File: src/rtl/flow_pkg.sv
package flow_pkg;
    typedef enum logic [2:0] {
        K_NONE, K_RET, K_JP, K_CALL, K_RST, K_JPHL
    } kind_t;

    typedef enum logic [2:0] {
        S_IDLE, S_DISPATCH, S_RD_LO, S_RD_HI, S_RD_END,
        S_PUSH_HI, S_PUSH_LO, S_FINISH
    } state_t;

    localparam int T_RET_SKIP  = 5;
    localparam int T_RET_TAKEN = 11;
    localparam int T_RET_PLAIN = 10;
    localparam int T_JUMP      = 10;
    localparam int T_CALL_SKIP = 10;
    localparam int T_CALL_DO   = 17;
    localparam int T_RESTART   = 11;
    localparam int T_JUMP_HL   = 4;
endpackage

File: src/rtl/flow_op_classify.sv
module flow_op_classify
    import flow_pkg::*;
(
    input  logic [7:0] op,
    output kind_t      kind,
    output logic       is_cond
);
    always_comb begin
        kind    = K_NONE;
        is_cond = 1'b0;
        if (op[7:6] == 2'b11) begin
            unique case (op[2:0])
                3'b000: begin kind = K_RET;  is_cond = 1'b1; end
                3'b010: begin kind = K_JP;   is_cond = 1'b1; end
                3'b100: begin kind = K_CALL; is_cond = 1'b1; end
                3'b111: kind = K_RST;
                default: begin
                    unique case (op[5:0])
                        6'h09:   kind = K_RET;
                        6'h03:   kind = K_JP;
                        6'h0D:   kind = K_CALL;
                        6'h29:   kind = K_JPHL;
                        default: kind = K_NONE;
                    endcase
                end
            endcase
        end
    end
endmodule

File: src/rtl/flow_cond_check.sv
module flow_cond_check #(
    parameter int SIGN_BIT   = 7,
    parameter int ZERO_BIT   = 6,
    parameter int PARITY_BIT = 2,
    parameter int CARRY_BIT  = 0
) (
    input  logic [2:0] sel,
    input  logic [7:0] flags,
    output logic       ok
);
    logic [2:0] pos;

    always_comb begin
        unique case (sel[2:1])
            2'd0: pos = 3'(ZERO_BIT);
            2'd1: pos = 3'(CARRY_BIT);
            2'd2: pos = 3'(PARITY_BIT);
            default: pos = 3'(SIGN_BIT);
        endcase
        // even selector tests for a clear flag, odd for a set flag
        ok = (flags[pos] == sel[0]);
    end
endmodule

File: src/rtl/flow_exec_unit.sv
module flow_exec_unit
    import flow_pkg::*;
#(
    parameter int DATA_W = 8,
    parameter int CNT_W  = 8
) (
    input  logic                  clk,
    input  logic                  rst_n,
    input  logic                  start,
    input  logic [7:0]            opcode,
    input  logic [7:0]            flags,
    input  logic [2*DATA_W-1:0]   pc_in,
    input  logic [2*DATA_W-1:0]   sp_in,
    input  logic [2*DATA_W-1:0]   hl_in,
    output logic                  mem_req,
    output logic                  mem_we,
    output logic [2*DATA_W-1:0]   mem_addr,
    output logic [DATA_W-1:0]     mem_wdata,
    input  logic [DATA_W-1:0]     mem_rdata,
    output logic                  busy,
    output logic                  done,
    output logic [2*DATA_W-1:0]   pc_out,
    output logic [2*DATA_W-1:0]   sp_out,
    output logic [CNT_W-1:0]      states_out
);
    localparam int ADDR_W = 2 * DATA_W;
    localparam logic [ADDR_W-1:0] ONE = ADDR_W'(1);
    localparam logic [ADDR_W-1:0] TWO = ADDR_W'(2);

    state_t              state, state_nx;
    logic [7:0]          op_q, flags_q;
    logic [ADDR_W-1:0]   pc_q, sp_q, hl_q, ret_q, word_q;
    logic [CNT_W-1:0]    cyc_q;
    kind_t               kind;
    logic                is_cond, cond_ok, taken;
    logic [ADDR_W-1:0]   rd_base;

    flow_op_classify u_class (
        .op      (op_q),
        .kind    (kind),
        .is_cond (is_cond)
    );

    flow_cond_check u_cond (
        .sel   (op_q[5:3]),
        .flags (flags_q),
        .ok    (cond_ok)
    );

    assign taken = !is_cond || cond_ok;

    // state register
    always_ff @(posedge clk) begin
        if (!rst_n) state <= S_IDLE;
        else        state <= state_nx;
    end

    // next-state logic
    always_comb begin
        state_nx = state;
        unique case (state)
            S_IDLE:     if (start) state_nx = S_DISPATCH;
            S_DISPATCH: begin
                unique case (kind)
                    K_JP, K_CALL, K_RET: state_nx = taken ? S_RD_LO : S_FINISH;
                    K_RST:               state_nx = S_PUSH_HI;
                    default:             state_nx = S_FINISH;
                endcase
            end
            S_RD_LO:    state_nx = S_RD_HI;
            S_RD_HI:    state_nx = S_RD_END;
            S_RD_END:   state_nx = (kind == K_CALL) ? S_PUSH_HI : S_FINISH;
            S_PUSH_HI:  state_nx = S_PUSH_LO;
            S_PUSH_LO:  state_nx = S_FINISH;
            S_FINISH:   state_nx = S_IDLE;
            default:    state_nx = S_IDLE;
        endcase
    end

    // outputs
    always_comb begin
        rd_base   = (kind == K_RET) ? sp_q : pc_q;
        mem_req   = 1'b0;
        mem_we    = 1'b0;
        mem_addr  = '0;
        mem_wdata = '0;
        done      = 1'b0;
        unique case (state)
            S_RD_LO:   begin mem_req = 1'b1; mem_addr = rd_base; end
            S_RD_HI:   begin mem_req = 1'b1; mem_addr = rd_base + ONE; end
            S_PUSH_HI: begin
                mem_req = 1'b1; mem_we = 1'b1;
                mem_addr = sp_q - ONE; mem_wdata = ret_q[ADDR_W-1:DATA_W];
            end
            S_PUSH_LO: begin
                mem_req = 1'b1; mem_we = 1'b1;
                mem_addr = sp_q - TWO; mem_wdata = ret_q[DATA_W-1:0];
            end
            S_FINISH:  done = 1'b1;
            default:   ;
        endcase
    end

    assign busy       = (state != S_IDLE);
    assign pc_out     = pc_q;
    assign sp_out     = sp_q;
    assign states_out = cyc_q;

    // datapath registers
    always_ff @(posedge clk) begin
        if (!rst_n) begin
            op_q <= '0; flags_q <= '0; pc_q <= '0; sp_q <= '0;
            hl_q <= '0; ret_q <= '0; word_q <= '0; cyc_q <= '0;
        end else begin
            unique case (state)
                S_IDLE: if (start) begin
                    op_q <= opcode; flags_q <= flags; pc_q <= pc_in;
                    sp_q <= sp_in;  hl_q <= hl_in;    cyc_q <= '0;
                end
                S_DISPATCH: begin
                    unique case (kind)
                        K_JP: begin
                            cyc_q <= CNT_W'(T_JUMP);
                            if (!taken) pc_q <= pc_q + TWO;
                        end
                        K_CALL: begin
                            if (taken) begin
                                ret_q <= pc_q + TWO;
                                cyc_q <= CNT_W'(T_CALL_DO);
                            end else begin
                                pc_q  <= pc_q + TWO;
                                cyc_q <= CNT_W'(T_CALL_SKIP);
                            end
                        end
                        K_RET: begin
                            if (!is_cond)   cyc_q <= CNT_W'(T_RET_PLAIN);
                            else if (taken) cyc_q <= CNT_W'(T_RET_TAKEN);
                            else            cyc_q <= CNT_W'(T_RET_SKIP);
                        end
                        K_RST: begin
                            ret_q  <= pc_q;
                            word_q <= ADDR_W'({op_q[5:3], 3'b000});
                            cyc_q  <= CNT_W'(T_RESTART);
                        end
                        K_JPHL: begin
                            pc_q  <= hl_q;
                            cyc_q <= CNT_W'(T_JUMP_HL);
                        end
                        default: cyc_q <= '0;
                    endcase
                end
                S_RD_HI: word_q[DATA_W-1:0] <= mem_rdata;
                S_RD_END: begin
                    word_q[ADDR_W-1:DATA_W] <= mem_rdata;
                    if (kind == K_RET) begin
                        pc_q <= {mem_rdata, word_q[DATA_W-1:0]};
                        sp_q <= sp_q + TWO;
                    end else if (kind == K_JP) begin
                        pc_q <= {mem_rdata, word_q[DATA_W-1:0]};
                    end
                end
                S_PUSH_LO: begin
                    sp_q <= sp_q - TWO;
                    pc_q <= word_q;
                end
                default: ;
            endcase
        end
    end

    // ---------------- assertions ----------------
    assert_done_single_R9: assert property (@(posedge clk) disable iff (!rst_n)
        done |=> !done);

    assert_start_ignored_R9: assert property (@(posedge clk) disable iff (!rst_n)
        (busy && start) |=> $stable(op_q));

    assert_push_order_R7: assert property (@(posedge clk) disable iff (!rst_n)
        (state == S_PUSH_LO) |-> ($past(mem_we) && mem_req && mem_we
                                  && mem_addr == $past(mem_addr) - ONE));

    assert_pop_order_R7: assert property (@(posedge clk) disable iff (!rst_n)
        (state == S_RD_HI) |-> ($past(mem_req) && !$past(mem_we)
                                && mem_addr == $past(mem_addr) + ONE));

    assert_rst_vector_R5: assert property (@(posedge clk) disable iff (!rst_n)
        (done && kind == K_RST) |-> (pc_out[2:0] == 3'b000
                                     && pc_out[ADDR_W-1:6] == '0));

    assert_no_access_R10: assert property (@(posedge clk) disable iff (!rst_n)
        (busy && kind == K_NONE) |-> !mem_req);

    assert_jphl_keeps_sp_R6: assert property (@(posedge clk) disable iff (!rst_n)
        (done && kind == K_JPHL) |-> (sp_out == hl_q - hl_q + sp_q && states_out == CNT_W'(T_JUMP_HL)));
endmodule

File: config.mk
export PLATFORM = sky130hd
export DESIGN_NAME = flow_exec_unit
export DESIGN_NICKNAME = d
export VERILOG_FILES = /design/src/rtl/flow_pkg.sv /design/src/rtl/flow_op_classify.sv /design/src/rtl/flow_cond_check.sv /design/src/rtl/flow_exec_unit.sv
export SDC_FILE = /design/constraint.sdc
export NUM_CORES = 1
export LEC_CHECK = 0
export ABC_AREA = 1
export ABC_CLOCK_PERIOD_IN_PS = 3300
export CAP_MARGIN = 20
export CORE_MARGIN = 2
export CORE_UTILIZATION = 40
export DETAILED_ROUTE_END_ITERATION = 10
export DONT_BUFFER_PORTS = 1
export GPL_TIMING_DRIVEN = 0
export PLACE_DENSITY = 0.64
export SLEW_MARGIN = 20
export SYNTH_ARGS = -nofsm -noshare
export SYNTH_HDL_FRONTEND = slang
export SYNTH_SLANG_ARGS = --single-unit
File: constraint.sdc
create_clock -name clk -period 3.3 [get_ports clk]
set_input_delay 0.66 -clock clk [delete_from_list [all_inputs] [get_ports clk]]
set_output_delay 0.66 -clock clk [all_outputs]
set_load 0.01 [all_outputs]
==> flow_metrics.tcl <==
set metrics [dict create \
    drtIter0Drc 668 \
    skew_ns 0.008337 \
    endpoint_kind "output pin" \
    synth_edf_count 0 \
    status "completed" \
    synthMuxAreaShare 0 \
    postSynthAreaPerCell_um2 6.153 \
    die-width_um 138.4 \
    ant_nets 0 \
    rows 49 \
    synth_compound_area_frac 0.2283 \
    hpwlAfterDp_um 21550 \
    cp-start-kind "flip-flop" \
    async_flop_share 0 \
    p_per_area_mw_per_mm2 896.7 \
    synthXorXnorAreaFrac 0.02061 \
    cap_violations 0 \
    gr-total-overflow 0 \
    cts_root_buffer "clkbuf_16" \
    syn-cell-area_mm2 0.007223 \
    area_delta_synth_final_pct 17.30 \
    min_period_ns 3.283 \
    timing.final.crit_share 0.9947 \
    final_cells 1450 \
    clk_pin_slew_ns 0.08 \
    crit_family "simple AND/OR/NAND/NOR gates" \
    pre_cts_ws_ns -0.05811 \
    wl_met2_um 13010 \
    power_frac_comb 0.569 \
    seq_power_share 0.280 \
    yosysTopAreaCell "dfxtp_1" \
    io_pins 143 \
    drc 0 \
    io_buffers 0 \
    ys.flop_type "dfxtp_1" \
    max_stage_delay_ns 0.38 \
    internal-power_uw 3509 \
    p_leak_uw 0.003424 \
    cts_num_sinks 103 \
    grt_pass1_wl_um 42920 \
    grt_max_degree 19 \
    core_mm2 0.01784 \
    gp_congestion 0.9935 \
    crit_type "flip-flop to output pin" \
    maxSlewHeadroom 0.4593 \
    yosys.area_share.adder 0.01732 \
    cp_num_buf_inv 4 \
    worst_slew_pin_slew_ns 0.8110 \
    hold_path.class "input port to flip-flop" \
    track_usage 0.2822 \
    top_layer_used "met4" \
    vias 8184 \
    antenna_found_initial 0 \
    start_util 0.4049 \
    syn-instance-count 1174 \
    postLayoutCoreUtil 0.4749 \
    p_clk_frac 0.151 \
    path_cells "inv_4 -> ha_4 -> inv_4 -> nor2_2 -> nand2_2 -> nand3_2 -> nand2_4 -> inv_8 -> nor2_8 -> buf_6 -> nand2_4 -> nand2_4 -> ha_4 -> nand3_4 -> nor2_4 -> nand3_2 -> nand2_2 -> nand3_2 -> nand2_2" \
    whs_ns 0.4331 \
    holdBufCountCts 0 \
    wl_per_cell_um 19.20 \
    n_antenna_cell 0 \
    dr_wl_met3_um 2090 \
    drt-total-wl_um 27830 \
    die_h_um 138.4 \
    max_freq_mhz 304.6 \
    drive_gt1_frac 0.1540 \
    rsz0062_at_grt "true" \
    synth.distinct_cells 50 \
    synthTopCellsByCount "nand2_1, nor2_1, o21ai_0, dfxtp_1, inv_1" \
    hold_violations 0 \
    netSwitchingFraction 0.5382 \
    cts-htree-levels 3 \
    synth_top_family_by_area "simple AND/OR/NAND/NOR gates" \
    dieArea_mm2 0.01915 \
    cp_max_fo 7 \
    ir_worst_vdd_mv 0.4092 \
    yosys.area_share.simple 0.3485 \
    netSwitchingPower_uw 4089 \
    firstDrtPassIters 5 \
    cts_buffers 9 \
    via_per_inst 5.644 \
    clockBufferDepth 2 \
    layout_setup_ws_ns 0.01738 \
    arrival_ns 2.62 \
    yosysMostFrequentCell "nand2_1" \
    synth-seq-cells 103 \
    fin_nets 1301 \
    synth_top_area_frac 0.2855 \
    grt_pass1_vias 7622 \
    synth_warnings 0 \
    cpMaxStageDelayCell "dfxtp_4" \
    placed_cells 1405 \
    yosys-top-cells-area "dfxtp_1, nand2_1, o21ai_0" \
    drt-met1-wl_um 11870 \
    slew_viol_final 0 \
    required_ns 2.64 \
    synth.yosys.seq_area_share 0.2855 \
    cts_tree "yes" \
    finalSetupViolations 0 \
    clock_latency_ns 0.36 \
]
## flip-flops by register name (all words and copies together), names as in the netlist
register	cells
states_out	4
pc_out	16
ret_q	16
state	3
sp_out	16
op_q	8
hl_q	16
flags_q	8
word_q	16
## metrics by stage
| stage | total power, uW | area [um2] | TNS [ns] |
|---|---|---|---|
| final | 7598 | 8473 | 0 |
| after global placement | 5961 | 7517 | -0.1152 |
| after CTS | 7292 | 8122 | 0 |
| after floorplan | 4811 | 7231 | 0 |
| after detailed placement | 5995 | 7517 | -0.2122 |
| after global routing | 8156 | 8473 | -0.9848 |
## what timing repair did
item,in CTS,in global routing
gates resized for setup,49,74
gates cloned,1,0
pin swaps,22,42
buffers inserted,15,13
endpoints found under the setup margin,15,16
## logic make-up after synthesis
family	count (synthesis)
DFF	103
and+or+nand+nor	578
buffers and inverters	175
xor gates and xnor gates	17
AOI/OAI and AO/OA	290
other	1
adders and majority gates	10
## power groups by stage
stage	combinational, uW	clock, uW	sequential (uW)
floorplan	2860	0	1950
global placement	3840	0	2120
detailed placement	3870	0	2120
CTS	4030	1160	2100
global route	4780	1210	2170
finish	4320	1150	2130
## path summary, 6_finish.rpt
path	start	end	slack (ns)	depth (start not counted)
max reg2reg	op_q[5]$_SDFFE_PN0P_	sp_out[6]$_SDFFE_PN0P_	0.64	16
min reg2reg	flags_q[0]$_SDFFE_PN0P_	flags_q[0]$_SDFFE_PN0P_	0.46	2
max	op_q[5]$_SDFFE_PN0P_	mem_addr[14]	0.02	19
min	flags[1]	flags_q[1]$_SDFFE_PN0P_	0.43	2
## worst reg2reg max path: stages (launching register included)
cell,delay (ns)
dfxtp_4,0.37
inv_4,0.07
ha_4,0.13
inv_4,0.04
nor2_2,0.08
nand2_2,0.08
nand3_4,0.12
nand2_4,0.07
nor2_4,0.16
nand2_8,0.09
buf_8,0.15
buf_4,0.16
a21boi_2,0.30
inv_2,0.16
clkbuf_1,0.27
o21ai_0,0.21
a21oi_1,0.07
## layout by cell type, fill, tap and decap left out, types with 14 or more instances in the layout
cell and n:
xor2_1 16, nand3_1 57, a211oi_1 16, dfxtp_1 97, nand2_1 248, buf_4 27, clkbuf_1 45, nand2_2 40
a21oi_1 88, nor2_1 144, o211ai_1 14, inv_1 95, o21ai_0 124, nand4_1 18
## layer usage
metal,GRT usage,vias to the layer above
li1,-,3984
met1,0.3709,3819
met2,0.4638,329
met3,0.04745,52
met5,0,-
met4,0.1101,0
## final cells by class
class	count	area, um2
plain buffers	62	297.8
clock buffers	10	229.0
multi-input cells	898	4801
well taps	229	286.5
clock inverters	6	75.07
inverters	113	441.7
fillers	1949	9368
repair buffers	29	265.3
flip-flops and latches	103	2077
(Power assumes the default switching activity.)
